===== src/rtl/spi_timed_master.sv =====
module spi_timed_master #(
  parameter int CW = 8
) (
  input  logic          clk,
  input  logic          rst_n,
  input  logic          start,
  input  logic [31:0]   tx_word,
  input  logic [CW-1:0] cfg_setup,
  input  logic [CW-1:0] cfg_hold,
  input  logic [CW-1:0] cfg_gap,
  input  logic [CW-1:0] cfg_sck_hi,
  input  logic [CW-1:0] cfg_sck_lo,
  input  logic          cfg_cpol,
  input  logic          cfg_cpha,
  input  logic          cfg_tx_lsb_first,
  input  logic          cfg_rx_lsb_first,
  input  logic          cfg_tx_big_endian,
  input  logic          cfg_rx_big_endian,
  input  logic          miso,
  output logic          busy,
  output logic          done,
  output logic [31:0]   rx_word,
  output logic          cs_n,
  output logic          sck,
  output logic          mosi
);
  typedef enum logic [2:0] {S_IDLE, S_SETUP, S_SHIFT, S_HOLD, S_GAP} st_t;

  st_t st;
  logic [CW-1:0] cnt, c_hold, c_gap, c_hi, c_lo;
  logic cpol, cpha, tx_lsb, rx_lsb, tx_big, rx_big, act;
  logic [31:0] tx_l, rx_acc;
  logic [4:0] bi, mi;

  function automatic logic [4:0] bitpos(logic [4:0] i, logic lsb, logic big);
    return {big ? ~i[4:3] : i[4:3], lsb ? i[2:0] : ~i[2:0]};
  endfunction

  wire [CW-1:0] len_act   = cpol ? c_lo : c_hi;
  wire [CW-1:0] len_inact = cpol ? c_hi : c_lo;
  wire [4:0]    nb        = bi + 5'd1;

  assign busy = (st != S_IDLE);
  assign cs_n = (st == S_IDLE) || (st == S_GAP);
  assign sck  = (st == S_SHIFT && act) ? ~cpol : cpol;
  assign mosi = tx_l[bitpos(mi, tx_lsb, tx_big)];

  always_ff @(posedge clk or negedge rst_n) begin
    if (!rst_n) begin
      st <= S_IDLE;
      cnt <= '0;
      c_hold <= '0; c_gap <= '0; c_hi <= '0; c_lo <= '0;
      cpol <= 1'b0; cpha <= 1'b0;
      tx_lsb <= 1'b0; rx_lsb <= 1'b0; tx_big <= 1'b0; rx_big <= 1'b0;
      act <= 1'b0;
      tx_l <= '0; rx_acc <= '0; rx_word <= '0;
      bi <= '0; mi <= '0;
      done <= 1'b0;
    end else begin
      done <= 1'b0;
      case (st)
        S_IDLE: begin
          c_hold <= cfg_hold; c_gap <= cfg_gap;
          c_hi <= cfg_sck_hi; c_lo <= cfg_sck_lo;
          cpol <= cfg_cpol; cpha <= cfg_cpha;
          tx_lsb <= cfg_tx_lsb_first; rx_lsb <= cfg_rx_lsb_first;
          tx_big <= cfg_tx_big_endian; rx_big <= cfg_rx_big_endian;
          tx_l <= tx_word;
          if (start) begin
            st <= S_SETUP;
            cnt <= cfg_setup;
            mi <= '0;
          end
        end
        S_SETUP: begin
          if (cnt != '0) cnt <= cnt - 1'b1;
          else begin
            st <= S_SHIFT;
            act <= 1'b1;
            bi <= '0;
            cnt <= len_act;
            if (!cpha) rx_acc[bitpos(5'd0, rx_lsb, rx_big)] <= miso;
          end
        end
        S_SHIFT: begin
          if (cnt != '0) cnt <= cnt - 1'b1;
          else if (act) begin
            act <= 1'b0;
            if (cpha) rx_acc[bitpos(bi, rx_lsb, rx_big)] <= miso;
            if (bi == 5'd31) begin
              st <= S_HOLD;
              cnt <= c_hold;
            end else begin
              cnt <= len_inact;
              if (!cpha) mi <= nb;
            end
          end else begin
            act <= 1'b1;
            bi <= nb;
            cnt <= len_act;
            if (cpha) mi <= nb;
            else rx_acc[bitpos(nb, rx_lsb, rx_big)] <= miso;
          end
        end
        S_HOLD: begin
          if (cnt != '0) cnt <= cnt - 1'b1;
          else begin
            st <= S_GAP;
            cnt <= c_gap;
            done <= 1'b1;
            rx_word <= rx_acc;
          end
        end
        S_GAP: begin
          if (cnt != '0) cnt <= cnt - 1'b1;
          else begin
            st <= S_IDLE;
            mi <= '0;
          end
        end
        default: st <= S_IDLE;
      endcase
    end
  end
endmodule


===== config.mk =====
export PLATFORM = sky130hd
export DESIGN_NAME = spi_timed_master
export DESIGN_NICKNAME = d
export VERILOG_FILES = /design/src/rtl/spi_timed_master.sv
export SDC_FILE = /design/constraint.sdc
export NUM_CORES = 1
export LEC_CHECK = 0
export ABC_AREA = 1
export BUFFER_PORTS_ARGS = -buffer_cell sky130_fd_sc_hd__buf_4
export CAP_MARGIN = 20
export CELL_PAD_IN_SITES_DETAIL_PLACEMENT = 1
export CELL_PAD_IN_SITES_GLOBAL_PLACEMENT = 2
export CORE_MARGIN = 10
export CORE_UTILIZATION = 32
export CTS_BUF_LIST = sky130_fd_sc_hd__clkbuf_16
export CTS_CLUSTER_DIAMETER = 50
export DETAILED_ROUTE_END_ITERATION = 12
export MAX_ROUTING_LAYER = met4
export PLACE_DENSITY = 0.77
export RECOVER_POWER = 100
export SLEW_MARGIN = 20
export SYNTH_ARGS = -nofsm -noshare
export SYNTH_HDL_FRONTEND = slang
export SYNTH_SLANG_ARGS = --single-unit

===== constraint.sdc =====
create_clock -name clk -period 3.2 [get_ports clk]
set_clock_uncertainty 0.2 [all_clocks]
set_input_delay 0.64 -clock clk [delete_from_list [all_inputs] [get_ports clk]]
set_output_delay 0.64 -clock clk [all_outputs]
set_load 0.02 [all_outputs]

==> metrics.md, run 1 <==
| Metric | Value |
|---|---|
| PnR Total Power | 10.72 mW |
| Peak supply drop | 453.3 uV |
| Tot GR Track Use | 16.54% |
| CP bufs+invs | 2 |
| Clock buffer count from CTS | 17 |
| Status | complete, but fails checks |
| Sequential element share of the synthesized area | 45.59% |
| DIE WIDTH | 184.1 um |
| Power Dens Cells | 1039 nW/um2 |
| Net Count, Synth | 1339 |
| Global-route wire length before repair | 44.44 mm |
| CP Launch Type | flop |
| CP most frequent cell | nand2_1 |
| Vias in the first global route | 8698 |
| Post-route setup TNS | 0 ps |
| Largest net degree at the start of global routing | 158 |
| Final setup viols | 0 |
| CP Depth | 12 |
| Util after Layout | 38.62% |
| FP Rows | 60 |
| Relative slew slack | -50.15% |
| Worst-Margin Slew | 2252 ps |
| Initial antenna violation count | 0 |
| Internal reg-to-reg setup slack | 400 ps |
| Cell area after synthesis | 8618 um2 |
| CTS clk-pin slew, worst paths | 80 ps |
| Worst EP required | 2360 ps |
| Worst reg2reg startpoint | bi[0] |
| Core ar. | 26730 um2 |
| Worst Path Arrival | 2040 ps |
| Flip-flop and latch count after synthesis | 157 |
| Slowest CP cell | dfrtp_1 |
| WL final | 26.34 mm |
| Input/output buffers | 118 |
| Proportion of layout cells with a drive suffix above 1 | 10.80% |
| Max-cap violations | 2 |
| DRT Pass-1 Iters | 4 |
| Post-DP HPWL | 19.23 mm |
| CP Class | reg2out |
| Starting density of the core | 32.25% |
| RSZ-0062 raised after global routing | no |
| Iteration-0 DRC Markers | 336 |
| Min Tclk post-route | 2881 ps |
| Hold path cells | 3 |
| CTS max path bufs | 2 |
| Hold/Removal Path Class | in2reg |
| Final cycle utilization of the critical path | 90.04% |
| WL per Instance | 15.39 um |
| Hold Vio Cnt, Final | 0 |
| CTS root buf | clkbuf_16 |
| Worst reg2reg path endpoint | rx_acc[10] |
| Total grt overflow | 0 |
| Met2 routed WL | 12.46 mm |
| Violated checks | max-capacitance violations, max-slew violations |
| Die ar. | 33900 um2 |
| Worst reg2reg path depth | 12 |
| Antenna Nets Post-Route | 0 |
| Crit. End Element | output port |
| Clock Sinks | 157 |
| Top sig layer | met4 |
| Final net count | 1443 |
| Clock insertion delay at the later pin of the skew report | 430 ps |
| Cells after Synth | 1253 |
| Drt drc | 0 |
| Crit path cell chain | inv_1 > nand2_1 > nand2_2 > nand2_1 > o21ai_0 > nand2_1 > nand3_1 > nand3_1 > nand2_1 > nand2_1 > nand2_1 > buf_4 |
| CTS Hold Bufs | 0 |
| Final-report max-slew violation count | 266 |
| LEAKAGE | 5.354 nW |
| Final GP Congestion | 0.8639 |
| Ports | 119 |
| Routed wl met3 | 672 um |
| Max Freq | 347.1 MHz |
| H-tree levels | 4 |
| Hold Path End | tx_l[31] |
| DR vias/cell | 4.714 |
| Worst-path fanout max | 17 |
| ANT cells | 0 |
| Yosys warnings | 0 |
| Area Overhead vs Synth | 19.76% |
| CTS tree | done |
| Die Ht | 184.1 um |
| Mean Syn Cell Area | 6.878 um2 |
| WL met1 | 12.99 mm |
| Min-delay src | tx_word[31] |
| Post-synthesis cell type count | 31 |
| Max incr delay on CP | 450 ps |
| CP top delay family | simple AND/OR/NAND/NOR gates |
| DR vias | 8065 |
-- registers in the layout, indices dropped and copies added, names as in the netlist, 3 cells and up --
register / flops
bi: 5
c_gap: 8
c_hi: 8
c_hold: 8
c_lo: 8
cnt: 8
mi: 5
rx_acc: 32
rx_word: 32
st: 3
tx_l: 32
-- tightest hold or removal path: stages --
cell     delay [ps]
buf_4            80
nand2_1          40
nand2_1          50
-- per-stage QoR --
| step | std cells | hold slack, ps | worst slack (ps) | area, um2 |
|---|---|---|---|---|
| floorplan | 1253 | 144.4 | 827.3 | 8618 |
| global placement | 1679 | 247.1 | 491.5 | 9863 |
| detailed placement | 1679 | 255.0 | 406.6 | 9863 |
| CTS | 1711 | 184.3 | 108.0 | 10480 |
| global route | 1711 | 192.6 | 66.56 | 10320 |
| finish | 1711 | 200.9 | 318.7 | 10320 |
-- cells in the mapped netlist --
cell type	instances	area, um2
nand3_2	1	10.01
ha_1	4	50.05
o211ai_2	1	12.51
o31ai_1	1	7.510
o22ai_1	1	6.260
buf_4	2	15.01
nor3_1	1	5.000
dfrtp_1	157	3929
buf_2	8	40.04
or2_2	7	43.79
inv_1	139	521.8
nand3_1	92	460.4
inv_2	5	18.77
nor3_2	1	10.01
o211ai_1	4	30.03
a21oi_1	29	145.1
nand2_1	475	1783
xor2_1	8	70.07
nand2_4	1	11.26
or2_0	1	6.260
nand2_2	2	12.51
a21oi_2	1	8.760
xnor2_1	5	43.79
buf_1	2	7.510
nor2_2	4	25.02
clkinv_1	1	3.750
o21ai_1	1	5.000
nand4_1	20	125.1
nor2_1	113	424.2
o21ai_0	131	655.6
clkbuf_1	35	131.4
-- cell type report --
type	instances	area, um2
fillers	3397	16400
well taps	341	426.7
clock inverters	15	187.7
multi-input cells	904	3944
clock buffers	17	425.4
flip-flops and latches	157	3929
inverters	145	544.3
repair buffers	132	864.6
-- worst max path at each step --
| stage | startpoint | endpoint | slack (ps) |
|---|---|---|---|
| 2_1_floorplan | tx_lsb | mosi | 830 |
| 3_3_place_gp | bi[1] | rx_acc[14] | 490 |
| 3_5_place_dp | bi[1] | rx_acc[30] | 410 |
| 4_1_cts | st[2] | sck | 110 |
| 5_1_grt | tx_lsb | mosi | 70 |
| 6_report | tx_lsb | mosi | 320 |
-- logic make-up (layout without fill, tap and decap cells) --
logic type	count (synthesis)	in the layout	share of synthesized area (%)
buf+inv	192	309	8.566
simple gates	718	718	33.84
xor+xnor	13	13	1.321
compound gates	169	169	10.10
flops	157	157	45.59
fa+ha+maj	4	4	0.5807
-- power breakdown --
part           internal [mW]  switching, mW  leakage (nW)
logic                   1.60           3.76          3.03
clock network           1.13          0.999         0.301
registers               2.78          0.455          2.02
-- cells in the final DEF (no fill, tap or decap), drive strengths merged --
cell type	netlist	final
o31ai	1	1
o211ai	5	5
o22ai	1	1
buf	12	97
or2	8	8
dfrtp	157	157
inv	144	153
xnor2	5	5
nand2	478	478
a21oi	30	30
bufinv	0	1
o21ai	132	132
clkbuf	35	52
ha	4	4
nor3	2	2
clkinv	1	6
nand4	20	20
nand3	93	93
xor2	8	8
nor2	117	117
-- routing by layer --
layer / global-route usage, % / up-vias
met1: 21.40 / 3814
met2: 26.74 / 112
met5: - / -
met3: 2.737 / 15
li1: - / 4124
met4: 3.507 / 0
-- timing repair --
action,in CTS,in global routing
resized for setup,0,3
buffers inserted,0,0
setup endpoints to repair,0,2
Power figures use the tool's default switching activity.
==> inputs of run 2 (changes only) <==
--- a/config.mk
+++ b/config.mk
@@ -16,7 +16,7 @@
 export CTS_CLUSTER_DIAMETER = 50
 export DETAILED_ROUTE_END_ITERATION = 12
 export MAX_ROUTING_LAYER = met4
-export PLACE_DENSITY = 0.77
+export PLACE_DENSITY = 0.85
 export RECOVER_POWER = 100
 export SLEW_MARGIN = 20
 export SYNTH_ARGS = -nofsm -noshare
==> run 2 against run 1 <==
Clock power about the same; via count grew 1.0%; the run now ends clean; global-route usage decreased by 0.29 points.
==> metrics.md, run 2 (synthesized netlist as in run 1, its figures left out) <==
| Metric | Value |
|---|---|
| Starting density of the core | 32.25% (unchanged) |
| DIE WIDTH | 184.1 um (unchanged) |
| Largest net degree at the start of global routing | 108 (-32%) |
| Crit. End Element | output port |
| Input/output buffers | 118 (unchanged) |
| Internal power | 5.422 mW (-1.7%) |
| DR vias/cell | 4.759 (+0.97%) |
| Min Tclk post-route | 2936 ps (+54.31 ps) |
| Worst Path Arrival | 2100 ps (+60 ps) |
| Peak supply drop | 392.6 uV (-13%) |
| Hold Vio Cnt, Final | 0 (unchanged) |
| Final-report max-slew violation count | 0 (-100%) |
| Sw power | 5.223 mW (+0.23%) |
| Hold/Removal Path Class | in2reg |
| Clock insertion delay at the later pin of the skew report | 440 ps (about the same) |
| CTS max path bufs | 2 (unchanged) |
| Worst-path fanout max | 9 (-8) |
| Worst-Margin Slew | 1153 ps (-1099 ps) |
| Clock buffer count from CTS | 17 (unchanged) |
| Total grt overflow | 0 (unchanged) |
| Final GP Congestion | 0.8607 (-0.37%) |
| Power Dens Cells | 1032 nW/um2 (-0.67%) |
| Worst EP required | 2360 ps (about the same) |
| Iteration-0 DRC Markers | 438 (+30%) |
| LEAKAGE | 5.351 nW (about the same) |
| Comb power frac | 49.7% (-0.2 points) |
| H-tree levels | 4 (unchanged) |
| Proportion of layout cells with a drive suffix above 1 | 10.72% (-0.081 points) |
| Clock Sinks | 157 (unchanged) |
| Global-route wire length before repair | 43.57 mm (-2.0%) |
| Commonest non-fill, non-tap cell in the layout | nand2_1 |
| Die ar. | 33900 um2 (unchanged) |
| CP Launch Type | flop |
| Vias in the first global route | 8572 (-1.4%) |
| Tot GR Track Use | 16.25% (-0.29 points) |
| Final net count | 1444 (+0.069%) |
| Area Overhead vs Synth | 19.67% (about the same) |
| RSZ-0062 raised after global routing | no |
| Status | completed |
| Post-DP HPWL | 19.36 mm (+0.69%) |
| WL per Instance | 15.11 um (-1.8%) |
| FP Rows | 60 (unchanged) |
| Hold Slack | 198.3 ps (-2.657 ps) |
| Biggest regs | rx_acc x32, rx_word x32, tx_l x32 |
| WL final | 25.87 mm (-1.8%) |
| CTS tree | done |
| Most frequent cells in the layout | nand2_1 (474), dfrtp_1 (157), inv_1 (140), o21ai_0 (131), nor2_1 (117) |
| Ports | 119 (unchanged) |
| Core ar. | 26730 um2 (unchanged) |
| Final cycle utilization of the critical path | 91.74% (+1.7 points) |
| Initial antenna violation count | 0 (unchanged) |
| CTS root buf | clkbuf_16 |
| ANT cells | 0 (unchanged) |
| Clk network pwr share | 19.7% (-0.2 points) |
| CTS clk-pin slew, worst paths | 80 ps (about the same) |
| Relative slew slack | 23.14% (+73 points) |
| Max-cap violations | 0 (-2) |
| Die Ht | 184.1 um (unchanged) |
| Antenna Nets Post-Route | 0 (unchanged) |
| DR vias | 8148 (+1.0%) |
| Post-route setup TNS | 0 ps (unchanged) |
| Drt drc | 0 (unchanged) |
| Final setup viols | 0 (unchanged) |
| Flop pwr share | 30.5% (+0.3 points) |
| CP Class | reg2out |
| DRT Pass-1 Iters | 5 (+1) |
| Sw frac | 49.06% (+0.48 points) |
| Max Freq | 340.6 MHz (-1.9%) |
==> run 2: changes by cell type in the layout (fill, tap and decap cells not counted), moves of 2 or more <==
cell / previous run / this run
clkbuf_2: 0 / 3
clkinv_8: 3 / 6
buf_4: 95 / 92
clkbuf_4: 1 / 3
nor2_1: 115 / 117
==> run 2: layout make-up <==
type | instances | area [um2]
clock inverters | 15 | 188.9
inverters | 145 | 544.3
multi-input cells | 904 | 3934
flip-flops and latches | 157 | 3929
clock buffers | 17 | 425.4
fillers | 3418 | 16410
repair buffers | 133 | 865.8
well taps | 341 | 426.7
==> run 2: metrics by stage <==
step | cells | util (%) | cell area, um2 | power, mW | setup WS (ps)
after floorplan | 1253 | - | 8618 | 7.028 | 827.3
after global placement | 1679 | 36.95 | 9876 | 8.608 | 427.1
after detailed placement | 1679 | 36.95 | 9876 | 8.801 | 326.5
after CTS | 1712 | 39.29 | 10500 | 10.97 | 87.77
after global routing | 1712 | 38.59 | 10310 | 11.80 | 60.88
final | 1712 | 38.59 | 10310 | 10.64 | 264.4
==> run 2: critical path, stage by stage (launching register included) <==
cell and delay (ps):
dfrtp_1 440, xnor2_1 150, buf_4 170, inv_1 220, nand3_1 160, nand3_1 110
nand3_1 70, nand2_1 60, nand2_1 50, nand2_1 80, clkbuf_2 160
==> run 2: per-layer routing <==
metal,up-vias,GRT usage [%],share of wire [%]
li1,4129,-,-
met1,3910,20.30,47
met2,96,27.27,50
met3,13,2.678,3.0
met4,0,3.245,0.63
met5,-,-,0
==> run 2: final timing paths <==
kind / start / to / slack [ps] / cells after the start
min: cfg_sck_lo[0] / c_lo[0] / 200 / 3
max: tx_lsb / mosi / 260 / 10
min reg2reg: c_gap[6] / c_gap[6] / 270 / 2
max reg2reg: bi[1] / rx_acc[9] / 320 / 12
max in group asynchronous: rst_n / c_hold[6] / 510 / 3
min in group asynchronous: rst_n / tx_l[16] / 750 / 2
==> run 2: power groups by stage <==
stage               registers [mW]  clock network [mW]  logic [mW]
floorplan                     3.20                   0        3.82
global placement              3.27                   0        5.34
detailed placement            3.31                   0        5.49
CTS                           3.27                2.17        5.53
global route                  3.36                2.25        6.19
finish                        3.25                2.10        5.29
==> run 2: timing repair <==
action                     4_1_cts  5_1_grt
setup endpoints to repair        0        1
buffers inserted                 0        0
hold endpoints to repair        41        0
resized for setup                0        2
hold buffers                     1        0
==> inputs of run 3 (changes only) <==
--- a/config.mk
+++ b/config.mk
@@ -17,7 +17,8 @@
 export DETAILED_ROUTE_END_ITERATION = 12
 export MAX_ROUTING_LAYER = met4
 export PLACE_DENSITY = 0.85
-export RECOVER_POWER = 100
+export RECOVER_POWER = 25
+export SETUP_SLACK_MARGIN = 0.3
 export SLEW_MARGIN = 20
 export SYNTH_ARGS = -nofsm -noshare
 export SYNTH_HDL_FRONTEND = slang
==> run 3 against run 2 <==
Routed wire length grew 0.39%; first-iteration DRC count grew 0.46%; via count grew 0.37%; non-clock buffer count grew 3; cell count grew 0.18%; final area grew 3.1%; sequential share of layout area shrank 1.1 points; hold slack lost 1.2 ps; sequential cell count is the same; register-to-register slack gained 190 ps.
==> metrics.md, run 3 (synthesized netlist as in run 1, its figures left out) <==
| Metric | Value |
|---|---|
| Routed wl met3 | 762 um (-3.3%) |
| FP Rows | 60 (unchanged) |
| Status | completed |
| Die Ht | 184.1 um (unchanged) |
| DIE WIDTH | 184.1 um (unchanged) |
| CP Launch Type | flop |
| Fillers | 3393 (-0.73%) |
| DR vias/cell | 4.769 (+0.19%) |
| Clk network pwr share | 19.1% (-0.6 points) |
| Util after Layout | 39.79% (+1.2 points) |
| Commonest non-fill, non-tap cell in the layout | nand2_1 |
| Relative slew slack | 19.21% (-3.9 points) |
| Flop pwr share | 29.8% (-0.7 points) |
| Vias in the first global route | 8586 (+0.16%) |
| Starting density of the core | 32.25% (unchanged) |
| Max incr delay on CP | 430 ps (about the same) |
| Biggest regs | rx_acc x32, rx_word x32, tx_l x32 |
| Antenna Nets Post-Route | 0 (unchanged) |
| Sw power | 5.359 mW (+2.6%) |
| Initial antenna violation count | 0 (unchanged) |
| Die ar. | 33900 um2 (unchanged) |
| Sw frac | 48.82% (-0.25 points) |
| Dpl cells | 1679 (unchanged) |
| Hold/Removal Path Class | in2reg |
| Crit path cell chain | xnor2_2 > buf_4 > clkinvlp_4 > nand3_2 > nand3_1 > nand3_1 > nand2_1 > nand2_1 > nand2_2 > buf_6 |
| Total grt overflow | 0 (unchanged) |
| Post-DP HPWL | 19.36 mm (unchanged) |
| LEAKAGE | 5.540 nW (+3.5%) |
| Most frequent cells in the layout | nand2_1 (472), dfrtp_1 (156), inv_1 (138), buf_4 (131), o21ai_0 (125) |
| Comb power frac | 51.0% (+1.3 points) |
| Max-cap violations | 0 (unchanged) |
| DR vias | 8178 (+0.37%) |
| Clock Sinks | 157 (unchanged) |
| Final setup viols | 0 (unchanged) |
| Met2 routed WL | 12.87 mm (about the same) |
| Post-route setup TNS | 0 ps (unchanged) |
| CTS clk-pin slew, worst paths | 80 ps (about the same) |
| Dpl cell area | 9876 um2 (unchanged) |
| Worst EP required | 2360 ps (about the same) |
| Largest net degree at the start of global routing | 108 (unchanged) |
| Final GP Congestion | 0.8607 (unchanged) |
| Clock insertion delay at the later pin of the skew report | 440 ps (about the same) |
| Drt drc | 0 (unchanged) |
| Power Dens Cells | 1032 nW/um2 (about the same) |
| Tot GR Track Use | 16.28% (+0.026 points) |
| Area Overhead vs Synth | 23.40% |
| Hold Vio Cnt, Final | 0 (unchanged) |
| Min Tclk post-route | 2859 ps (-76.97 ps) |
| Proportion of layout cells with a drive suffix above 1 | 15.36% (+4.6 points) |
| PnR Total Power | 10.98 mW (+3.1%) |
| Design area | 10640 um2 (+3.1%) |
| DRT Pass-1 Iters | 6 (+1) |
| WL met1 | 12.16 mm (+0.85%) |
| Min-delay src | cfg_sck_lo[0] |
| H-tree levels | 4 (unchanged) |
| Core ar. | 26730 um2 (unchanged) |
| CP Launch Point | mi[1] |
| Internal power | 5.619 mW (+3.6%) |
| Ports | 119 (unchanged) |
| WL per Instance | 15.14 um (+0.21%) |
| Max Freq | 349.8 MHz (+2.7%) |
| Worst Path Arrival | 2020 ps (-80 ps) |
| Peak supply drop | 406.2 uV (+3.5%) |
| CP Class | reg2out |
| WL final | 25.97 mm (+0.39%) |
| CTS root buf | clkbuf_16 |
| Final net count | 1447 (+0.21%) |
| Final cycle utilization of the critical path | 89.33% (-2.4 points) |
| Worst reg2reg startpoint | bi[1] |
| RSZ-0062 raised after global routing | yes |
| Slowest CP cell | dfrtp_1 |
| Crit. End Element | output port |
| CTS max path bufs | 2 (unchanged) |
| Top sig layer | met4 |
| Worst-path fanout max | 8 (-1) |
| Global-route wire length before repair | 43.63 mm (+0.14%) |
| Iteration-0 DRC Markers | 440 (+0.46%) |
| Input/output buffers | 118 (unchanged) |
| Clock buffer count from CTS | 17 (unchanged) |
| Final-report max-slew violation count | 0 (unchanged) |
| Worst-Margin Slew | 1212 ps (+58.92 ps) |
| CTS tree | done |
| ANT cells | 0 (unchanged) |
| Final cell count without fillers | 1715 (+0.18%) |
==> run 3: changes by cell type in the layout (fill, tap and decap cells not counted), moves of 4 or more <==
cell / change
nor2_1: -5
o21ai_0: -6
o21ai_1: +6
nor2_2: +4
clkbuf_1: -34
buf_4: +39
nand3_1: -11
nand3_2: +11
==> run 3: repair_timing <==
item	in CTS	in global routing
gates resized for setup	5	27
hold buffers	1	0
hold endpoints to repair	41	0
pin swaps	0	5
buffers inserted	1	2
setup endpoints to repair	1	34
==> run 3: worst max-delay path, delay by kind of cell (launching register included) <==
family	cells	cell delay (ps)
buf+inv	3	490
flops	1	430
xor+xnor	1	170
simple gates	6	490
==> run 3: stage by stage <==
stage | hold WS (ps) | worst slack (ps)
floorplan | 144.4 | 827.3
global placement | 246.8 | 427.1
detailed placement | 253.2 | 326.5
CTS | 179.0 | 304.7
global route | 183.2 | 125.2
finish | 197.1 | 341.4
==> run 3: final cells by class <==
class / instances / area (um2) / area share (%)
inverters: 145 / 548.0 / 5.153
repair buffers: 136 / 1037 / 9.753
flip-flops and latches: 157 / 3930 / 36.95
well taps: 341 / 426.7 / 4.012
multi-input cells: 904 / 4079 / 38.35
clock buffers: 17 / 425.4 / 4.000
clock inverters: 15 / 188.9 / 1.776
==> run 3: power groups by stage <==
stage	Combinational, mW	Sequential (mW)	Clock [mW]
after floorplan	3.82	3.20	0
after global placement	5.34	3.27	0
after detailed placement	5.49	3.31	0
after CTS	5.57	3.27	2.17
after global routing	6.51	3.37	2.25
final	5.60	3.27	2.10
==> run 3: path summary, 6_finish.rpt <==
check / cells past startpoint / slack, ps / endpoint
worst max-delay path: 10 / 340 / mosi
worst min-delay path: 3 / 200 / c_lo[0]
worst max register to register: 11 / 510 / rx_acc[9]
worst min register to register: 2 / 270 / c_gap[6]
max in group asynchronous: 3 / 500 / rx_acc[18]
min in group asynchronous: 2 / 770 / tx_l[16]
==> run 3: metal layers <==
metal,global-route usage [%],up-vias
met5,-,-
met4,3.245,0
met3,2.658,13
met2,27.29,95
met1,20.37,3930
li1,-,4140
